**config.mk**
```make
export PLATFORM = sky130hd
export DESIGN_NAME = rtc_bcd_core
export DESIGN_NICKNAME = d
export VERILOG_FILES = /design/src/rtl/rtc_cal_pkg.sv /design/src/rtl/rtc_prescaler.sv /design/src/rtl/rtc_calendar.sv /design/src/rtl/rtc_bcd_core.sv
export SDC_FILE = /design/constraint.sdc
export NUM_CORES = 1
export LEC_CHECK = 0
export BUFFER_PORTS_ARGS = -buffer_cell sky130_fd_sc_hd__buf_2
export CORE_AREA = 2 2 153 110
export DETAILED_ROUTE_END_ITERATION = 16
export DIE_AREA = 0 0 155 112
export GPL_ROUTABILITY_DRIVEN = 1
export PLACE_DENSITY = 0.62
export SLEW_MARGIN = 10
export SYNTH_ARGS = -nofsm -noshare
export SYNTH_HDL_FRONTEND = slang
export SYNTH_HIERARCHICAL = 1
export SYNTH_SLANG_ARGS = --single-unit
```
**constraint.sdc**
```tcl
create_clock -name clk -period 5.67 [get_ports clk]
set_input_delay 0.2835 -clock clk [delete_from_list [all_inputs] [get_ports clk]]
set_output_delay 0.2835 -clock clk [all_outputs]
set_load 0.1 [all_outputs]
```
**src/rtl/rtc_cal_pkg.sv**
```systemverilog
package rtc_cal_pkg;

    // Packed time word: BCD fields with zero gaps between them
    typedef struct packed {
        logic [9:0] pad_hi;
        logic [5:0] hour;
        logic       pad_m;
        logic [6:0] minute;
        logic       pad_s;
        logic [6:0] second;
    } time_word_t;

    // Packed date word: weekday shares the byte above the month
    typedef struct packed {
        logic [7:0] pad_hi;
        logic [7:0] year;
        logic [2:0] wday;
        logic [4:0] month;
        logic [1:0] pad_d;
        logic [5:0] day;
    } date_word_t;

    localparam time_word_t TIME_AT_RESET = 32'h0000_0000;
    localparam date_word_t DATE_AT_RESET = 32'h0000_2101;
    localparam time_word_t LAST_SECOND   = 32'h0023_5959;

    // Increment a two-digit BCD value (caller handles the upper wrap)
    function automatic logic [7:0] bcd_inc(input logic [7:0] v);
        if (v[3:0] >= 4'd9) return {v[7:4] + 4'd1, 4'd0};
        return {v[7:4], v[3:0] + 4'd1};
    endfunction

    // A BCD year is a multiple of four when the tens digit is even and the
    // units digit is 0, 4 or 8, or the tens digit is odd and units is 2 or 6
    function automatic logic leap_year(input logic [7:0] y);
        if (y[4]) return (y[3:0] == 4'd2) || (y[3:0] == 4'd6);
        return (y[3:0] == 4'd0) || (y[3:0] == 4'd4) || (y[3:0] == 4'd8);
    endfunction

    function automatic logic [5:0] month_last_day(input logic [4:0] m, input logic leap);
        logic [5:0] r;
        case (m)
            5'h02:                      r = leap ? 6'h29 : 6'h28;
            5'h04, 5'h06, 5'h09, 5'h11: r = 6'h30;
            default:                    r = 6'h31;
        endcase
        return r;
    endfunction

    function automatic time_word_t clean_time(input time_word_t t);
        time_word_t r;
        r        = t;
        r.pad_hi = '0;
        r.pad_m  = 1'b0;
        r.pad_s  = 1'b0;
        return r;
    endfunction

    function automatic date_word_t clean_date(input date_word_t d);
        date_word_t r;
        r        = d;
        r.pad_hi = '0;
        r.pad_d  = '0;
        return r;
    endfunction

endpackage

```
**src/rtl/rtc_prescaler.sv**
```systemverilog
module rtc_prescaler #(
    parameter int ASYNC_W   = 7,
    parameter int SYNC_W    = 15,
    parameter int ASYNC_DEF = 127,
    parameter int SYNC_DEF  = 255
) (
    input  logic               clk,
    input  logic               rst,
    input  logic               hold_i,
    input  logic               load_i,
    input  logic [ASYNC_W-1:0] async_rl_i,
    input  logic [SYNC_W-1:0]  sync_rl_i,
    output logic               sec_pulse_o
);
    logic [ASYNC_W-1:0] a_rl_q, a_cnt_q;
    logic [SYNC_W-1:0]  s_rl_q, s_cnt_q;
    logic               a_end, s_end;

    assign a_end       = (a_cnt_q == '0);
    assign s_end       = (s_cnt_q == '0);
    assign sec_pulse_o = !hold_i && a_end && s_end;

    always_ff @(posedge clk) begin
        if (rst) begin
            a_rl_q  <= ASYNC_W'(ASYNC_DEF);
            s_rl_q  <= SYNC_W'(SYNC_DEF);
            a_cnt_q <= ASYNC_W'(ASYNC_DEF);
            s_cnt_q <= SYNC_W'(SYNC_DEF);
        end else begin
            if (hold_i && load_i) begin
                a_rl_q <= async_rl_i;
                s_rl_q <= sync_rl_i;
            end
            if (hold_i) begin
                a_cnt_q <= a_rl_q;
                s_cnt_q <= s_rl_q;
            end else if (a_end) begin
                a_cnt_q <= a_rl_q;
                s_cnt_q <= s_end ? s_rl_q : s_cnt_q - 1'b1;
            end else begin
                a_cnt_q <= a_cnt_q - 1'b1;
            end
        end
    end

    AST_RELOAD_AFTER_HOLD: assert property (@(posedge clk) disable iff (rst)
        (hold_i && !load_i) |=> (a_cnt_q == a_rl_q) && (s_cnt_q == s_rl_q));

    AST_SYNC_STEPS_ON_WRAP: assert property (@(posedge clk) disable iff (rst)
        (!hold_i && !a_end) |=> $stable(s_cnt_q));

endmodule

```
**src/rtl/rtc_calendar.sv**
```systemverilog
module rtc_calendar
    import rtc_cal_pkg::*;
(
    input  logic       clk,
    input  logic       rst,
    input  logic       hold_i,
    input  logic       load_i,
    input  logic       tick_i,
    input  time_word_t time_i,
    input  date_word_t date_i,
    output time_word_t time_o,
    output date_word_t date_o
);
    time_word_t time_q, time_n;
    date_word_t date_q, date_n;
    logic       sec_wrap, min_wrap, hour_wrap, day_roll;
    logic       day_wrap, mon_wrap;
    logic [5:0] last_day;

    always_comb begin
        sec_wrap  = (time_q.second == 7'h59);
        min_wrap  = (time_q.minute == 7'h59);
        hour_wrap = (time_q.hour == 6'h23);
        day_roll  = sec_wrap && min_wrap && hour_wrap;
        last_day  = month_last_day(date_q.month, leap_year(date_q.year));
        day_wrap  = (date_q.day == last_day);
        mon_wrap  = (date_q.month == 5'h12);

        time_n = time_q;
        date_n = date_q;

        time_n.second = sec_wrap ? 7'h00 : 7'(bcd_inc({1'b0, time_q.second}));
        if (sec_wrap)
            time_n.minute = min_wrap ? 7'h00 : 7'(bcd_inc({1'b0, time_q.minute}));
        if (sec_wrap && min_wrap)
            time_n.hour = hour_wrap ? 6'h00 : 6'(bcd_inc({2'b00, time_q.hour}));

        if (day_roll) begin
            date_n.wday = (date_q.wday == 3'd7) ? 3'd1 : date_q.wday + 3'd1;
            date_n.day  = day_wrap ? 6'h01 : 6'(bcd_inc({2'b00, date_q.day}));
            if (day_wrap) begin
                date_n.month = mon_wrap ? 5'h01 : 5'(bcd_inc({3'b000, date_q.month}));
                if (mon_wrap)
                    date_n.year = (date_q.year == 8'h99) ? 8'h00 : bcd_inc(date_q.year);
            end
        end
    end

    always_ff @(posedge clk) begin
        if (rst) begin
            time_q <= TIME_AT_RESET;
            date_q <= DATE_AT_RESET;
        end else if (hold_i && load_i) begin
            time_q <= clean_time(time_i);
            date_q <= clean_date(date_i);
        end else if (tick_i) begin
            time_q <= time_n;
            date_q <= date_n;
        end
    end

    assign time_o = time_q;
    assign date_o = date_q;

    AST_SEC_WRAP: assert property (@(posedge clk) disable iff (rst)
        (tick_i && time_q.second == 7'h59) |=> (time_q.second == 7'h00));

    AST_MIDNIGHT: assert property (@(posedge clk) disable iff (rst)
        (tick_i && time_q == LAST_SECOND) |=> (time_q == TIME_AT_RESET));

    AST_DATE_HELD_INTRADAY: assert property (@(posedge clk) disable iff (rst)
        (tick_i && time_q != LAST_SECOND) |=> $stable(date_q));

    AST_WDAY_WRAP: assert property (@(posedge clk) disable iff (rst)
        (tick_i && time_q == LAST_SECOND && date_q.wday == 3'd7) |=> (date_q.wday == 3'd1));

    AST_YEAR_WRAP: assert property (@(posedge clk) disable iff (rst)
        (tick_i && time_q == LAST_SECOND && date_q.month == 5'h12 &&
         date_q.day == 6'h31 && date_q.year == 8'h99) |=> (date_q.year == 8'h00));

endmodule

```
**src/rtl/rtc_bcd_core.sv**
```systemverilog
module rtc_bcd_core
    import rtc_cal_pkg::*;
#(
    parameter int ASYNC_W   = 7,
    parameter int SYNC_W    = 15,
    parameter int ASYNC_DEF = 127,
    parameter int SYNC_DEF  = 255,
    localparam int ASYNC_LSB = 16,
    localparam int PRE_W     = ASYNC_LSB + ASYNC_W
) (
    input  logic             clk,
    input  logic             rst,
    input  logic             hold_i,
    input  logic             load_i,
    input  logic [PRE_W-1:0] prescale_i,
    input  logic [31:0]      time_i,
    input  logic [31:0]      date_i,
    output logic [31:0]      time_o,
    output logic [31:0]      date_o,
    output logic             tick_o
);
    logic       sec_pulse;
    time_word_t cal_time;
    date_word_t cal_date;

    rtc_prescaler #(
        .ASYNC_W  (ASYNC_W),
        .SYNC_W   (SYNC_W),
        .ASYNC_DEF(ASYNC_DEF),
        .SYNC_DEF (SYNC_DEF)
    ) u_pre (
        .clk        (clk),
        .rst        (rst),
        .hold_i     (hold_i),
        .load_i     (load_i),
        .async_rl_i (prescale_i[ASYNC_LSB +: ASYNC_W]),
        .sync_rl_i  (prescale_i[SYNC_W-1:0]),
        .sec_pulse_o(sec_pulse)
    );

    rtc_calendar u_cal (
        .clk   (clk),
        .rst   (rst),
        .hold_i(hold_i),
        .load_i(load_i),
        .tick_i(sec_pulse),
        .time_i(time_word_t'(time_i)),
        .date_i(date_word_t'(date_i)),
        .time_o(cal_time),
        .date_o(cal_date)
    );

    always_ff @(posedge clk) begin
        if (rst) tick_o <= 1'b0;
        else     tick_o <= sec_pulse;
    end

    assign time_o = cal_time;
    assign date_o = cal_date;

    AST_HOLD_FROZEN: assert property (@(posedge clk) disable iff (rst)
        (hold_i && !load_i) |=> $stable(time_o) && $stable(date_o) && !tick_o);

    AST_LOAD_IGNORED: assert property (@(posedge clk) disable iff (rst)
        (!hold_i && load_i && !sec_pulse) |=> $stable(time_o) && $stable(date_o));

endmodule

```
# [Yosys cells after proc, flatten, opt, wreduce, memory -nomap -nowiden]
# Index checks and enable logic that the tools add are counted.
# Widths: inputs -> output; s select.
[op_classes] add_sub_neg=15 order_cmp=6 n_eq_ne=16 muxes=54 reduce_logical=37
[ops] op="$mux 7" n=9
[ops] op="$mux 24" n=2
[ops] op="$mux 6" n=8
[ops] op="$mux 15" n=3
[ops] op="$mux 22" n=2
[ops] op="$mux 8" n=5
[ops] op="$add 4x1->4 const B" n=7
[ops] op="$ge 4x4->1 const B" n=6
[ops] op="$mux 5" n=4
[ops] op="$mux 1" n=18
[ops] op="$reduce_bool 3->1" n=6
[ops] op="$mux 16" n=1
[ops] op="$logic_not 15->1" n=1
[ops] op="$sub 15x1->15 const B" n=1
[ops] op="$eq 7x7->1 const B" n=2
[ops] op="$reduce_bool 2->1" n=7
[ops] op="$pmux 6 s2" n=1
[ops] op="$reduce_and 3->1" n=4
[ops] op="$eq 5x3->1 const B" n=2
[ops] op="$eq 5x5->1 const B" n=2
[ops] op="$add 3x1->3 const B" n=3
[ops] op="$eq 4x3->1 const B" n=2
[ops] op="$eq 8x8->1 const B" n=1
[ops] op="$reduce_and 2->1" n=4
[ops] op="other kinds (19)" n=27
[totals] regBits=87 input_bits=91 out_inout_bits=65 word_cells=146

# [Logic depth before layout (Yosys ltp)]
[logic_depth] depth_word=16 ltp_mapped=12 mapped_depth_nobuf=11

# [Cells and area by module]
# Netlist, hierarchy kept.
[by_module_without_submodules] module="rtc_calendar" n_inst=1 cells_per_inst=398 area_per_inst_um2=3171.8 seq_area_each_um2=840.8
[by_module_without_submodules] module="rtc_prescaler" n_inst=1 cells_per_inst=266 area_per_inst_um2=2102.0 seq_area_each_um2=880.8
[by_module_without_submodules] module="rtc_bcd_core" n_inst=1 cells_per_inst=2 area_per_inst_um2=33.8 seq_area_each_um2=20.0

# [Worst setup path before layout]
# No wires, ideal clock.
[synth_timing] path_kind="register to register" startpoint="register u_cal.date_q (netlist bit u_cal/date_o[16])" endpoint="register u_cal.date_q (netlist bit u_cal/date_o[4])" arrival_ns=2.939 slack_ns=2.611 stages_incl_launch_ff=11 synth_period_minus_slack_ns=3.059 cell_sequence="dfxtp_1 > inv_1 > ha_1 > a21bo_2 > o21ai_0 > a2bb2oi_1 > mux2_2 > buf_6 > nor3_4 > nor2_1 > o221a_2"
[synth_via] elab_chain_len=11 elab_cells_between_ends=19 classes_between="5 x eq/ne; 8 x mux; 6 x reduce/logical"
[synth_lines] item="start, declared" line="rtc_calendar.sv:15" source="date_word_t date_q, date_n;"
[synth_lines] item="start signal, assigned" line="rtc_calendar.sv:55" source="date_q <= clean_date(date_i);"
[synth_lines] item="start signal, assigned" line="rtc_calendar.sv:58" source="date_q <= date_n;"
[synth_lines] item="$eq 4x2->1, or another cell as far along" line="rtc_cal_pkg.sv:36" source="if (y[4]) return (y[3:0] == 4'd2) || (y[3:0] == 4'd6);"
[synth_lines] item="$logic_or 1x1->1 (on tied branches)" line="rtc_cal_pkg.sv:36, rtc_cal_pkg.sv:37"
[synth_lines] item="$mux 1 or $logic_or 1x1->1 (tied branches)" line="rtc_cal_pkg.sv:36, rtc_cal_pkg.sv:37"
[synth_lines] item="$mux 1 (*)" line="rtc_cal_pkg.sv:37" source="return (y[3:0] == 4'd0) || (y[3:0] == 4'd4) || (y[3:0] == 4'd8);"
[synth_lines] item="$mux 1 (*)" line="rtc_cal_pkg.sv:43" source="5'h02: r = leap ? 6'h29 : 6'h28;"
[synth_lines] item="$pmux 6 s2 (*)" line="rtc_cal_pkg.sv:42" source="case (m)"
[synth_lines] item="$eq 6x6->1 (*)" line="rtc_calendar.sv:26" source="day_wrap = (date_q.day == last_day);"
[synth_lines] item="$mux 6" line="rtc_calendar.sv:40" source="date_n.day = day_wrap ? 6'h01 : 6'(bcd_inc({2'b00, date_q.day}));"
[synth_lines] item="$mux 6" line="rtc_calendar.sv:38" source="if (day_roll) begin"
[synth_lines] item="$mux 24" line="rtc_calendar.sv:56" source="end else if (tick_i) begin"
[synth_lines] item="$mux 24" line="rtc_calendar.sv:53" source="end else if (hold_i && load_i) begin"
# Every way passes the cells marked *; elsewhere a longest branch is shown, timed or not. The select of a mux whose other input is x is not followed.
# A chain may end at the register's enable or synchronous reset.

# [Final worst setup path]
[layout_timing] startpoint="register u_pre.s_cnt_q[0]" endpoint="register u_cal.date_q (netlist bit u_cal/date_o[3])"
[layout_via] elab_chain_len=4
[layout_lines] item="start, declared" line="rtc_prescaler.sv:16" source="logic [SYNC_W-1:0] s_rl_q, s_cnt_q;"
[layout_lines] item="start signal, assigned" line="rtc_prescaler.sv:28" source="s_cnt_q <= SYNC_W'(SYNC_DEF);"
[layout_lines] item="start signal, assigned" line="rtc_prescaler.sv:36" source="s_cnt_q <= s_rl_q;"
[layout_lines] item="start signal, assigned" line="rtc_prescaler.sv:39" source="s_cnt_q <= s_end ? s_rl_q : s_cnt_q - 1'b1;"
[layout_lines] item="$logic_not 15->1" line="rtc_prescaler.sv:20" source="assign s_end = (s_cnt_q == '0);"
[layout_lines] item="$logic_and 1x1->1" line="rtc_prescaler.sv:21" source="assign sec_pulse_o = !hold_i && a_end && s_end;"
[layout_lines] item="net sec_pulse" line="rtc_bcd_core.sv:22" source="logic sec_pulse;"
[layout_lines] item="$reduce_bool 2->1 (no line)"
[layout_lines] item="$reduce_and 2->1 (no line)"
# The timed path passes the listed nets, and every way through them passes these cells.

==> results.sh <==
export IMPL_via_count=5067
export IMPL_critPathMaxStageDelay_ns=0.60
export IMPL_synth_warnings=6
export IMPL_nets=881
export IMPL_grt_pass1_wl_mm=23.00
export IMPL_fp_dieW_um=155
export IMPL_fp_dieH_um=112
export IMPL_crit_chain="inv_1 -> ha_1 -> nor4b_1 -> nand4_1 -> nor3_1 -> buf_4 -> nand3_4 -> o31a_1 -> or4_1 -> nand3_1 -> a21oi_2 -> a311oi_2"
export IMPL_rows=39
export IMPL_pwr_share_clk=0.346
export IMPL_comb_power_share=0.239
export IMPL_hpwl_mm=9.951
export IMPL_status="complete, no violations"
export IMPL_numPlacedInstances=949
export IMPL_ir_drop_mv=0.1231
export IMPL_powerDensity_nw_per_um2=268.1
export IMPL_synth_seq_cells=87
export IMPL_yosys_most_used_dff="dfxtp_1"
export IMPL_drive_gt1_frac=0.1961
export IMPL_grt_max_degree=62
export IMPL_slowest_stage="or4_1"
export IMPL_insertedDiodeCount=0
export IMPL_p_sw_w=0.0006137
export IMPL_async_reset_ff_frac=0
export IMPL_finalHoldViolations=0
export IMPL_cts_resized=0
export IMPL_area_growth_pct=16.43
export IMPL_drt_total_wl_mm=14.08
export IMPL_clock_path_buffers=2
export IMPL_synth_cell_types=82
export IMPL_endpoint_kind="register"
export IMPL_wire_per_inst_um=14.59
export IMPL_path_delay_family="simple AND/OR/NAND/NOR gates"
export IMPL_syn_cell_area_um2=5308
export IMPL_seq_area_frac_synth=0.3281
export IMPL_hp_class="in -> reg"
export IMPL_cts_inserted_buffers=9
export IMPL_synthCells=666
export IMPL_seq_power_share=0.414
export IMPL_p_leak_nw=2.573
export IMPL_die_area_um2=17360
export IMPL_ant_nets=0
export IMPL_tns_ns=0
export IMPL_period_needed_ns=3.621
export IMPL_gr_usage_all_layers=0.1611
export IMPL_cts_hold_buffers=0
export IMPL_gp_congestion=0.8318
export IMPL_synth_top_cell_area_share=0.3281
export IMPL_synth_top_cell_by_area="dfxtp_1"
export IMPL_yosysMostFrequentCell="dfxtp_1"
export IMPL_worst_pin_slew_ns=1.166
export IMPL_critPathLaunchType="register"
export IMPL_slew_viol_final=0
export IMPL_drt_first_pass_iters=5
export IMPL_fin_cells=965
export IMPL_worst_path_buf_inv=2
export IMPL_cts_root_buf="clkbuf_16"
export IMPL_maxCapViolCount=0
export IMPL_io_pins=156
export IMPL_p_int_w=0.001043
export IMPL_postSynthAreaPerCell_um2=7.969
export IMPL_cp_max_fo=13
export IMPL_clk_pin_slew_ns=0.07
export IMPL_path_class="reg -> reg"
export IMPL_post_route_util=0.3873
export IMPL_cts_tree="yes"
export IMPL_swShare=0.3705
export IMPL_synth_top_cells_by_count="87 x dfxtp_1, 86 x nand2_1, 59 x nor2_1"
export IMPL_fmax_mhz=276.2
export IMPL_synth_edf_count=0
export IMPL_first_global_vias=4552
export IMPL_finalSetupViolCount=0
export IMPL_crit_required_ns=5.92
export IMPL_overflow=0
export IMPL_rsz0062_at_grt="false"
export IMPL_initial_utilization=0.3326
export IMPL_drc=0
export IMPL_htree_levels=3
export IMPL_core_um2=15960
export IMPL_worst_clock_skew_ns=0.009080
export IMPL_max_slew_margin=0.2223
export IMPL_cts_num_sinks=87
export IMPL_port_buffers=110
export IMPL_drt_iter0_markers=316
export IMPL_viasPerCell=5.251
export IMPL_netlist_top_cells_area="dfxtp_1 33%, ha_1 8.3%, nand2_1 6.1%"
export IMPL_clk_latency_ns=0.34
export IMPL_antenna_found_initial=0
export IMPL_worst_ep_arrival_time_ns=3.87
export IMPL_post_cts_setup_buffers=0
export IMPL_timing_final_crit_share=0.6386
## cell type report
type / count / area (um^2)
Inverter: 31 / 116.4
Clock buffer: 10 / 229.0
Timing Repair Buffer: 114 / 580.6
Sequential cell: 87 / 1742
Clock inverter: 6 / 51.30
Multi-Input combinational cell: 512 / 3204
Fill cell: 1713 / 9777
Tap cell: 205 / 256.5
## kinds of logic after synthesis
group	count (synthesis)	share of synthesized area
buf+inv	88	0.08298
compound gates	170	0.2157
flops	87	0.3281
other cells	1	0.0007065
mux	9	0.01721
xor+xnor	9	0.01485
fa+ha+maj	35	0.08251
simple gates	267	0.2579
## layout by cell type, fill, tap and decap left out, drive strengths merged, types with 6 or more instances in the layout
master    n
a211oi   20
a21oi    40
a31oi     7
buf     114
clkbuf   10
conb     22
dfxtp    87
ha       35
inv      35
mux2i     8
nand2    86
nand3    33
nor2     59
nor2b     7
nor3     21
nor3b    11
nor4      6
o211ai    9
o21ai    42
o31ai     6
or3       6
## layer usage
metal	vias up	global-route usage	share of wire	routed length, um
met1	2359	0.2373	0.51	7150
li1	2536	-	-	-
met3	11	0.03153	0.054	754
met5	-	0	0	0
met2	161	0.2391	0.43	6057
met4	0	0.04321	0.0086	121
## flip-flops by register name, indices dropped and copies added (netlist names)
register       flops
u_pre/a_cnt_q      7
u_pre/a_rl_q       7
u_cal/time_o      20
tick_o             1
u_pre/s_cnt_q     15
u_pre/s_rl_q      15
u_cal/date_o      22
## power by group through the flow
stage	Clock [W]	Combinational [W]	Sequential [W]
5_1_grt	0.000616	0.000426	0.000693
6_report	0.000573	0.000397	0.000687
3_5_place_dp	0	0.000396	0.000700
4_1_cts	0.000599	0.000398	0.000686
2_1_floorplan	0	0.000212	0.000814
3_3_place_gp	0	0.000394	0.000700
## final timing paths
kind | depth (start not counted) | slack, ns | start | end
hold / removal | 3 | 0.14 | prescale_i[1] | u_pre/s_rl_q[1]
setup / recovery | 12 | 2.05 | u_pre/s_cnt_q[0] | u_cal/date_o[3]
hold reg to reg | 2 | 0.44 | u_pre/s_rl_q[3] | u_pre/s_cnt_q[3]
setup reg to reg | 12 | 2.05 | u_pre/s_cnt_q[0] | u_cal/date_o[3]
## metrics by stage
stage | hold slack (ns) | cell area [um^2] | setup slack, ns | total power, W
6_report | 0.1428 | 6180 | 2.049 | 0.001656
5_1_grt | 0.1359 | 6180 | 1.767 | 0.001735
4_1_cts | 0.1250 | 6180 | 2.140 | 0.001683
3_5_place_dp | 0.4333 | 5899 | 2.160 | 0.001097
3_3_place_gp | 0.4312 | 5899 | 2.155 | 0.001094
2_1_floorplan | 0.3478 | 5386 | 2.611 | 0.001027
## tightest hold or removal path, cell delays in order
cell and delay (ns):
buf_2 0.07, nand2_1 0.04, nand3_1 0.06
Power figures use the tool's default switching activity.
